==> src/rtl/ies_pkg.sv <==
package ies_pkg;
  localparam int LVL_W = 4;
  localparam int VEC_W = 8;

  typedef enum logic [3:0] {
    S_IDLE, S_A1, S_WSR, S_A2, S_WPC, S_A3, S_RVEC,
    S_A4, S_A5, S_A6, S_A7, S_A8
  } seq_state_t;

  typedef struct packed {
    logic             valid;
    logic             nmi;
    logic [LVL_W-1:0] lvl;
    logic [VEC_W-1:0] vec;
  } pick_t;
endpackage

==> src/rtl/ies_sync.sv <==
module ies_sync #(
  parameter int W     = 1,
  parameter int DEPTH = 2
) (
  input  logic         clk,
  input  logic         rst,
  input  logic [W-1:0] d,
  output logic [W-1:0] q
);
  logic [DEPTH-1:0][W-1:0] stg;

  always_ff @(posedge clk) begin
    if (rst) begin
      stg <= '0;
    end else begin
      stg[0] <= d;
      for (int i = 1; i < DEPTH; i++) stg[i] <= stg[i-1];
    end
  end

  assign q = stg[DEPTH-1];
endmodule

==> src/rtl/ies_arbiter.sv <==
module ies_arbiter
  import ies_pkg::*;
#(
  parameter int N_IRQ    = 4,
  parameter int N_PER    = 4,
  parameter int NMI_VEC  = 11,
  parameter int IRQ_VEC0 = 64,
  parameter int PER_VEC0 = 96
) (
  input  logic                   clk,
  input  logic                   rst,
  input  logic                   nmi_hit,
  input  logic [N_IRQ-1:0]       irq_v,
  input  logic [N_IRQ*LVL_W-1:0] irq_lvl,
  input  logic [N_PER-1:0]       per_v,
  input  logic [N_PER*LVL_W-1:0] per_lvl,
  input  logic [LVL_W-1:0]       mask,
  output pick_t                  pick_q
);
  pick_t            pick_d;
  logic [LVL_W-1:0] best;

  always_comb begin
    pick_d = '0;
    best   = mask;
    for (int i = 0; i < N_IRQ; i++) begin
      if (irq_v[i] && irq_lvl[i*LVL_W +: LVL_W] > best) begin
        best         = irq_lvl[i*LVL_W +: LVL_W];
        pick_d.valid = 1'b1;
        pick_d.lvl   = best;
        pick_d.vec   = VEC_W'(IRQ_VEC0 + i);
      end
    end
    for (int j = 0; j < N_PER; j++) begin
      if (per_v[j] && per_lvl[j*LVL_W +: LVL_W] > best) begin
        best         = per_lvl[j*LVL_W +: LVL_W];
        pick_d.valid = 1'b1;
        pick_d.lvl   = best;
        pick_d.vec   = VEC_W'(PER_VEC0 + j);
      end
    end
    if (nmi_hit) begin
      pick_d.valid = 1'b1;
      pick_d.nmi   = 1'b1;
      pick_d.lvl   = '1;
      pick_d.vec   = VEC_W'(NMI_VEC);
    end
  end

  always_ff @(posedge clk) begin
    if (rst) pick_q <= '0;
    else     pick_q <= pick_d;
  end
endmodule

==> src/rtl/ies_seq.sv <==
module ies_seq
  import ies_pkg::*;
#(
  parameter int DW       = 32,
  parameter int AW       = 32,
  parameter int MASK_LSB = 4
) (
  input  logic             clk,
  input  logic             rst,
  input  pick_t            pick,
  input  logic             busy_i,
  input  logic             inhibit_i,
  input  logic [DW-1:0]    sr_i,
  input  logic [AW-1:0]    pc_i,
  input  logic [AW-1:0]    sp_i,
  input  logic [AW-1:0]    vbr_i,
  input  logic             mem_ack_i,
  input  logic [DW-1:0]    mem_rdata_i,
  output logic             take_o,
  output logic             mem_req_o,
  output logic             mem_we_o,
  output logic [AW-1:0]    mem_addr_o,
  output logic [DW-1:0]    mem_wdata_o,
  output logic             sr_we_o,
  output logic [DW-1:0]    sr_new_o,
  output logic [AW-1:0]    pc_new_o,
  output logic [AW-1:0]    sp_new_o,
  output logic [VEC_W-1:0] vec_o,
  output logic             fetch_o
);
  localparam logic [AW-1:0] WORD = AW'(4);

  seq_state_t       st;
  logic [LVL_W-1:0] lvl_r;
  logic [VEC_W-1:0] vec_r;
  logic [AW-1:0]    sp_r;
  logic [DW-1:0]    sr_mod;
  logic [AW-1:0]    vec_addr;

  assign take_o   = (st == S_IDLE) && pick.valid && !busy_i && !inhibit_i;
  assign vec_addr = vbr_i + {{(AW-VEC_W-2){1'b0}}, vec_r, 2'b00};

  always_comb begin
    sr_mod = sr_i;
    sr_mod[MASK_LSB +: LVL_W] = lvl_r;
  end

  always_ff @(posedge clk) begin
    if (rst) begin
      st          <= S_IDLE;
      lvl_r       <= '0;
      vec_r       <= '0;
      sp_r        <= '0;
      mem_req_o   <= 1'b0;
      mem_we_o    <= 1'b0;
      mem_addr_o  <= '0;
      mem_wdata_o <= '0;
      sr_we_o     <= 1'b0;
      sr_new_o    <= '0;
      pc_new_o    <= '0;
      sp_new_o    <= '0;
      vec_o       <= '0;
      fetch_o     <= 1'b0;
    end else begin
      fetch_o <= 1'b0;
      sr_we_o <= 1'b0;
      case (st)
        S_IDLE: if (take_o) begin
          lvl_r <= pick.lvl;
          vec_r <= pick.vec;
          sp_r  <= sp_i;
          st    <= S_A1;
        end
        S_A1: begin
          sp_r        <= sp_r - WORD;
          mem_req_o   <= 1'b1;
          mem_we_o    <= 1'b1;
          mem_addr_o  <= sp_r - WORD;
          mem_wdata_o <= sr_i;
          st          <= S_WSR;
        end
        S_WSR: if (mem_ack_i) begin
          mem_req_o <= 1'b0;
          st        <= S_A2;
        end
        S_A2: begin
          sr_we_o     <= 1'b1;
          sr_new_o    <= sr_mod;
          sp_r        <= sp_r - WORD;
          mem_req_o   <= 1'b1;
          mem_we_o    <= 1'b1;
          mem_addr_o  <= sp_r - WORD;
          mem_wdata_o <= DW'(pc_i);
          st          <= S_WPC;
        end
        S_WPC: if (mem_ack_i) begin
          mem_req_o <= 1'b0;
          st        <= S_A3;
        end
        S_A3: begin
          mem_req_o  <= 1'b1;
          mem_we_o   <= 1'b0;
          mem_addr_o <= vec_addr;
          st         <= S_RVEC;
        end
        S_RVEC: if (mem_ack_i) begin
          mem_req_o <= 1'b0;
          pc_new_o  <= AW'(mem_rdata_i);
          st        <= S_A4;
        end
        S_A4: st <= S_A5;
        S_A5: st <= S_A6;
        S_A6: st <= S_A7;
        S_A7: st <= S_A8;
        S_A8: begin
          fetch_o  <= 1'b1;
          sp_new_o <= sp_r;
          vec_o    <= vec_r;
          st       <= S_IDLE;
        end
        default: st <= S_IDLE;
      endcase
    end
  end
endmodule

==> src/rtl/irq_entry_seq.sv <==
module irq_entry_seq
  import ies_pkg::*;
#(
  parameter int N_IRQ        = 4,
  parameter int N_PER        = 4,
  parameter int DW           = 32,
  parameter int AW           = 32,
  parameter int MASK_LSB     = 4,
  parameter int JDG_CYC      = 2,
  parameter int IRQ_CHK_CYC  = 2,
  parameter int PER_CHK_CYC  = 1,
  parameter int PER_JDG_CYC  = 1,
  parameter int NMI_VEC      = 11,
  parameter int IRQ_VEC0     = 64,
  parameter int PER_VEC0     = 96
) (
  input  logic                   clk,
  input  logic                   rst,
  input  logic                   nmi_i,
  input  logic [N_IRQ-1:0]       irq_req_i,
  input  logic [N_IRQ*LVL_W-1:0] irq_lvl_i,
  input  logic [N_PER-1:0]       per_req_i,
  input  logic [N_PER*LVL_W-1:0] per_lvl_i,
  input  logic                   busy_i,
  input  logic                   inhibit_i,
  input  logic [DW-1:0]          sr_i,
  input  logic [AW-1:0]          pc_i,
  input  logic [AW-1:0]          sp_i,
  input  logic [AW-1:0]          vbr_i,
  output logic                   mem_req_o,
  output logic                   mem_we_o,
  output logic [AW-1:0]          mem_addr_o,
  output logic [DW-1:0]          mem_wdata_o,
  input  logic                   mem_ack_i,
  input  logic [DW-1:0]          mem_rdata_i,
  output logic                   sr_we_o,
  output logic [DW-1:0]          sr_new_o,
  output logic [AW-1:0]          pc_new_o,
  output logic [AW-1:0]          sp_new_o,
  output logic [VEC_W-1:0]       vec_o,
  output logic                   fetch_o
);
  localparam int NMI_DLY = JDG_CYC;
  localparam int IRQ_DLY = IRQ_CHK_CYC + JDG_CYC;
  localparam int PER_DLY = PER_CHK_CYC + PER_JDG_CYC;

  logic             nmi_s, nmi_s_q, nmi_pend, nmi_rise, take;
  logic [N_IRQ-1:0] irq_s;
  logic [N_PER-1:0] per_s;
  pick_t            pick;

  ies_sync #(.W(1), .DEPTH(NMI_DLY)) u_nmi_dly (
    .clk(clk), .rst(rst), .d(nmi_i), .q(nmi_s));
  ies_sync #(.W(N_IRQ), .DEPTH(IRQ_DLY)) u_irq_dly (
    .clk(clk), .rst(rst), .d(irq_req_i), .q(irq_s));
  ies_sync #(.W(N_PER), .DEPTH(PER_DLY)) u_per_dly (
    .clk(clk), .rst(rst), .d(per_req_i), .q(per_s));

  assign nmi_rise = nmi_s && !nmi_s_q;

  always_ff @(posedge clk) begin
    if (rst) begin
      nmi_s_q  <= 1'b0;
      nmi_pend <= 1'b0;
    end else begin
      nmi_s_q  <= nmi_s;
      nmi_pend <= nmi_rise || (nmi_pend && !(take && pick.nmi));
    end
  end

  ies_arbiter #(
    .N_IRQ(N_IRQ), .N_PER(N_PER), .NMI_VEC(NMI_VEC),
    .IRQ_VEC0(IRQ_VEC0), .PER_VEC0(PER_VEC0)
  ) u_arb (
    .clk(clk), .rst(rst), .nmi_hit(nmi_pend || nmi_rise),
    .irq_v(irq_s), .irq_lvl(irq_lvl_i), .per_v(per_s), .per_lvl(per_lvl_i),
    .mask(sr_i[MASK_LSB +: LVL_W]), .pick_q(pick));

  ies_seq #(.DW(DW), .AW(AW), .MASK_LSB(MASK_LSB)) u_seq (
    .clk(clk), .rst(rst), .pick(pick), .busy_i(busy_i), .inhibit_i(inhibit_i),
    .sr_i(sr_i), .pc_i(pc_i), .sp_i(sp_i), .vbr_i(vbr_i),
    .mem_ack_i(mem_ack_i), .mem_rdata_i(mem_rdata_i), .take_o(take),
    .mem_req_o(mem_req_o), .mem_we_o(mem_we_o), .mem_addr_o(mem_addr_o),
    .mem_wdata_o(mem_wdata_o), .sr_we_o(sr_we_o), .sr_new_o(sr_new_o),
    .pc_new_o(pc_new_o), .sp_new_o(sp_new_o), .vec_o(vec_o), .fetch_o(fetch_o));
endmodule

==> config.mk <==
export PLATFORM = sky130hd
export DESIGN_NAME = irq_entry_seq
export DESIGN_NICKNAME = d
export VERILOG_FILES = /design/src/rtl/ies_pkg.sv /design/src/rtl/ies_sync.sv /design/src/rtl/ies_arbiter.sv /design/src/rtl/ies_seq.sv /design/src/rtl/irq_entry_seq.sv
export SDC_FILE = /design/constraint.sdc
export NUM_CORES = 1
export LEC_CHECK = 0
export BUFFER_PORTS_ARGS = -buffer_cell sky130_fd_sc_hd__clkbuf_2
export CAP_MARGIN = 20
export CORE_MARGIN = 8
export CORE_UTILIZATION = 50
export CTS_CLUSTER_DIAMETER = 200
export DETAILED_ROUTE_END_ITERATION = 16
export PLACE_DENSITY = 0.75
export SKIP_CTS_REPAIR_TIMING = 1
export SKIP_LAST_GASP = 1
export SYNTH_ARGS = -nofsm -noshare
export SYNTH_HDL_FRONTEND = slang
export SYNTH_SLANG_ARGS = --single-unit
export TNS_END_PERCENT = 10
==> constraint.sdc <==
create_clock -name clk -period 39.5 [get_ports clk]
set_input_delay 5.925 -clock clk [delete_from_list [all_inputs] [get_ports clk]]
set_output_delay 5.925 -clock clk [all_outputs]
set_load 0.02 [all_outputs]
; Yosys cells after proc, flatten, opt, wreduce, memory -nomap -nowiden
; Index checks and enable logic that the tools add are counted.
[word_totals]
ff_bits = 262
input_bits = 206
out_inout_bits = 172
word_cells = 129
[classes]
add_sub_neg = 2
magnitude_cmp = 8
n_eq_ne = 16
mux = 38
reduce_logical = 35
[ops]
columns = cell, count
row1 = $pmux W32 S2, 3
row2 = $mux W12, 8
row3 = $mux W4, 11
row4 = $pmux W4 S11, 1
row5 = $add A32 B10 Y32, 1
row6 = $gt A4 B4 Y1, 8
row7 = $mux W32, 1
row8 = $sub A32 B3 Y32 const B, 1
row9 = $eq A4 B3 Y1 const B, 4
row10 = $eq A4 B4 Y1 const B, 4
row11 = $logic_and A1 B1 Y1, 14
row12 = $mux W14, 1
row13 = $mux W1, 11
row14 = $reduce_or A9 Y1, 1
row15 = $eq A4 B2 Y1 const B, 2
row16 = $ne A2 B2 Y1 const B, 4
row17 = $reduce_and A2 Y1, 4
row18 = $reduce_bool A2 Y1, 4
row19 = $reduce_or A3 Y1, 2
row20 = $eq A4 B1 Y1 const B, 1
row21 = $logic_not A1 Y1, 4
row22 = $logic_not A4 Y1, 1
row23 = $pmux W1 S2, 2
row24 = $reduce_and A4 Y1, 1
row25 = 3 further kinds, 5

; Logic depth before layout (Yosys ltp)
[logic_depth]
word_depth = 25
mapped_depth = 66
depth_no_buf = 66

; By module
; From an unflattened synthesis, not the netlist that was laid out.
[unflattened]
hier_cells = 1578
hier_area_um2 = 12936.2
[modules_own_cells]
columns = module, instances, cells_each, area_each_um2, seq_area_each_um2
row1 = ies_seq, 1, 1211, 9813.2, 4404.2
row2 = ies_arbiter, 1, 299, 2255.9, 200.2
row3 = ies_sync at u_irq_dly, 1, 37, 494.2, 320.3
row4 = ies_sync at u_per_dly, 1, 20, 240.2, 160.2
row5 = irq_entry_seq, 1, 7, 80.1, 40.0
row6 = ies_sync at u_nmi_dly, 1, 4, 52.6, 40.0

; Least setup slack after synthesis
; OpenSTA, ideal clock, no wires.
[synth_path]
kind = input port to flip-flop
start = input port sr_i[5]
end = register u_arb.pick_q[10] in the netlist's numbering
setup_time_ns = 0.060
t_arrival_ns = 17.290
t_required_ns = 39.440
setup_slack_ns = 22.150
path_stages = 58
cell_sequence = inv_1 > ha_1 > nor2b_1 > o211ai_2 > a21oi_2 > mux2_2 > ha_1 > and3_1 > or4b_1 > and3_4 > nand2_1 > nor2_1 > a21oi_1 > inv_1 > ha_1 > and2_1 > a221oi_1 > o31ai_2 > [22 not listed] > nand2_2 > nor2_2 > mux2i_1 > ha_1 > a21oi_1 > nor2b_1 > o311a_1 > or4_1 > o221ai_1 > ha_1 > o21ai_0 > nand2b_1 > a21oi_1 > nor2_1 > or2_2 > nor2_1 > and2_1 > a221o_1
[synth_between]
elab_chain_len = 25
elab_cells_between_ends = 32
[synth_rtl]
columns = item, line_no
row1 = "start, declared", irq_entry_seq.sv:26  ; input logic [DW-1:0] sr_i,
row2 = $gt A4 B4 Y1, ies_arbiter.sv:27  ; if (irq_v[i] && irq_lvl[i*LVL_W +: LVL_W] > best) begin
row3 = $logic_and A1 B1 Y1, ies_arbiter.sv:27
row4 = $mux W4, ies_arbiter.sv:27
row5 = $gt A4 B4 Y1, ies_arbiter.sv:27
row6 = $logic_and A1 B1 Y1, ies_arbiter.sv:27
row7 = $mux W4, ies_arbiter.sv:27
row8 = $gt A4 B4 Y1, ies_arbiter.sv:27
row9 = $logic_and A1 B1 Y1, ies_arbiter.sv:27
row10 = [9 not listed], n/a
row11 = $mux W4, ies_arbiter.sv:35  ; if (per_v[j] && per_lvl[j*LVL_W +: LVL_W] > best) begin
row12 = $gt A4 B4 Y1, ies_arbiter.sv:35
row13 = $logic_and A1 B1 Y1, ies_arbiter.sv:35
row14 = $mux W4, ies_arbiter.sv:35
row15 = $gt A4 B4 Y1, ies_arbiter.sv:35
row16 = $logic_and A1 B1 Y1, ies_arbiter.sv:35
row17 = $mux W12 *, ies_arbiter.sv:35
row18 = $mux W14 *, ies_arbiter.sv:42  ; if (nmi_hit) begin
row19 = "end signal, assigned", ies_arbiter.sv:52  ; else pick_q <= pick_d;
row20 = "end, declared", ies_arbiter.sv:18  ; output pick_t pick_q
; Mark *: on every way between the ends. The rest lies on a longest branch, timed or not.
; A chain may end at the register's enable or synchronous reset.

; Final worst setup path
; Ends and elaborated chain as after synthesis.

==> impl_metrics.toml <==
[synth]
yosys_warnings = 0
ys_async_sr_fraction_pct = 0
yosysMostFrequentCell = "nand2_1"
synth-simple-area-share_pct = 21.51
synthXorXnorAreaFrac_pct = 4.053
synth_top_family_by_area = "simple AND/OR/NAND/NOR gates"
syn_inst = 1509
synth_flop_cell = "dfxtp_1"
avgSynthCellArea_um2 = 8.020
synthMuxAreaShare_pct = 4.363
yosysSeqAreaShare_pct = 41.68
yosysTopAreaCellShare_pct = 41.68
synth.top_cells.by_count = "310 x nand2_1, 252 x dfxtp_1, 172 x a21oi_1"
synth.distinct_cells = 80
synthAdderAreaFrac_pct = 3.370
synth_area_um2 = 12100
synthTopCellsByArea = "dfxtp_1 42%, nand2_1 9.6%, a21oi_1 7.1%"
synth_edf_count = 0
synth_top_area_cell = "dfxtp_1"
ys_ff_latch = 252
synth_compound_area_share_pct = 20.42

[die]
start_util_pct = 50.36
die-area_um2 = 29440
die_h_um = 171.6
rows = 57
ios = 378
core_area_um2 = 24030
die_x_um = 171.6

[global_route]
grt_util_met3_pct = 5.508
grt_pass1_vias = 11590
grtUsageMet2_pct = 43.38
grtUsageMet1_pct = 29.84
grtUsageTotal_pct = 25.08
overflow = 0
antenna_found_initial = 4
grt_pass1_wl_mm = 59.95
grt-busiest-layer = "met2"
grt_max_degree = 148

[critical_path]
cpPeakStageDelay_ns = 0.69
cp-end-kind = "flip-flop"
startpoint_type = "input pin"
cp.required_ns = 39.92
crit_arrival_ns = 18.57
worstPathMaxFanout = 16
crit_type = "input pin to flip-flop"
path_delay_family = "compound AO/OA/AOI/OAI gates"
crit_buf_inv = 6
r2r-start = "u_irq_dly.q[0]"
cp_slowest_cell = "o311ai_1"
startpoint = "sr_i[5]"
cpMostUsedCell = "ha_1"

[clock_network]
cts_tree = "built"
clk_pin_slew_ns = 0.06
h-tree-depth = 1
clock_sinks = 252
clock_path_buffers = 3
cts_buffers = 27
clk_latency_ns = 0.55
root_buffer = "clkbuf_16"

[sta]
fin_skew_ns = 0.02192
setup_ws_ns = 21.35
finalSetupTns_ns = 0
fin_crit_sh_pct = 45.96
timing.fmax_mhz = 55.09
fin_crit_ns = 18.15
relSlewSlack_pct = 28.10
setup_viol = 0
worstMarginPinSlew_ns = 1.078
drv_slew = 0
rsz0062_at_grt = "false"
timing_hold_violations_final = 0

[place]
dp_slack_ns = 20.97
gp_congestion = 0.8891
hpwl_mm = 29.05
io_buffers = 374

[layout]
multi_input_area_um2 = 6544
area_growth_pct = 23.94
regArea_um2 = 5046
nFillCells = 2188
nets = 2060
drive_gt1_share_pct = 25.33

[power]
vdd_ir_drop_max_mv = 0.03615
leakage_nw = 6.164
p_per_area_nw_per_um2 = 41.35

[run_status]
status = "finished, final reports clean"

[drt]
drc = 0
dr.pass1.iters = 6
antenna_left = 0
vias_per_cell = 5.511
routed_wl_mm = 38.87
wl_per_cell_um = 17.94
vias = 11940
drtIter0Drc = 938

[run]
maxCapViolCount = 0

[worst_hold_path]
hp-start = "u_arb.pick_q[6]"
hp-class = "flip-flop to flip-flop"
[kinds of logic after synthesis]
kind of cell             count (synthesis)
XOR/XNOR                                56
AND/OR/NAND/NOR                        596
adder cells (fa/ha/maj)                 32
flip-flops                             252
other                                    1
buffers and inverters                  140
multiplexers                            51
AO/OA/AOI/OAI                          381
[sequential cells by signal (all words and copies together) (netlist names), 4 cells and up]
| register | flops |
|---|---|
| u_irq_dly.q | 4 |
| u_seq.pc_new_o | 32 |
| u_seq.lvl_r | 4 |
| u_per_dly.q | 4 |
| u_arb.pick_q | 10 |
| u_seq.vec_r | 5 |
| u_seq.mem_addr_o | 32 |
| u_seq.st | 4 |
| u_seq.sr_new_o | 32 |
| u_seq.vec_o | 5 |
| u_seq.mem_wdata_o | 32 |
| u_per_dly.stg | 4 |
| u_seq.sp_r | 32 |
| u_irq_dly.stg | 12 |
| u_seq.sp_new_o | 32 |
[path summary, 6_finish.rpt]
| path | endpoint | slack, ns | cells after the start |
|---|---|---|---|
| setup / recovery | u_arb.pick_q[10] | 21.35 | 63 |
| hold / removal | u_seq.vec_r[6] | 0.43 | 2 |
| setup reg to reg | u_arb.pick_q[10] | 27.00 | 59 |
| hold reg to reg | u_seq.vec_r[6] | 0.43 | 2 |
[tightest hold or removal path, cell delays in order (launching register included)]
cell and delay, ns:
dfxtp_1 0.30, nand2_1 0.05, a21oi_1 0.05
[metrics by stage]
stage          power, mW  util, %  instance area, um2  hold WS (ns)  cells
6_report          0.6202    62.41               15000        0.4266   2166
5_1_grt           0.6467    62.41               15000        0.4502   2166
4_1_cts           0.6247    62.39               15000        0.4287   2164
3_5_place_dp      0.3719    58.67               14100        0.4220   2117
3_3_place_gp      0.3704    58.67               14100        0.4165   2117
2_1_floorplan     0.3403        -               12110        0.4138   1511
[cells in the final DEF (no fill, tap or decap), types with 12 or more instances in the layout]
cell | synthesis | layout
o21ai_0 | 40 | 40
buf_4 | 3 | 12
o211ai_1 | 13 | 13
dfxtp_1 | 252 | 251
a21oi_1 | 172 | 172
a221oi_1 | 14 | 14
nand3_1 | 19 | 18
nand2_1 | 310 | 310
nor2b_1 | 35 | 35
mux2i_1 | 42 | 42
xor2_1 | 22 | 22
clkbuf_2 | 0 | 373
nor2_1 | 135 | 135
xnor2_1 | 34 | 34
a211oi_1 | 64 | 64
nor3_1 | 24 | 21
inv_1 | 36 | 36
clkbuf_16 | 0 | 27
ha_1 | 31 | 31
[final cells by class]
class / instances / area share, %
clock buffers: 37 / 5.155
inverters: 36 / 0.9008
diodes: 2 / 0.03336
flip-flops and latches: 252 / 33.64
clock inverters: 10 / 0.8091
repair buffers: 386 / 13.14
well taps: 324 / 2.702
multi-input cells: 1119 / 43.62
[routing by layer]
metal / wire length [um] / up-vias
li1: - / 5860
met1: 15480 / 5520
met2: 18660 / 463
met3: 3352 / 90
met4: 1343 / 4
met5: 27 / -
[power breakdown]
part | leakage (nW) | internal, mW | switching [mW] | total (mW)
registers | 2.04 | 0.261 | 0.00584 | 0.267
logic | 3.68 | 0.0398 | 0.0610 | 0.101
clock network | 0.442 | 0.150 | 0.102 | 0.252
Power figures use the tool's default switching activity.
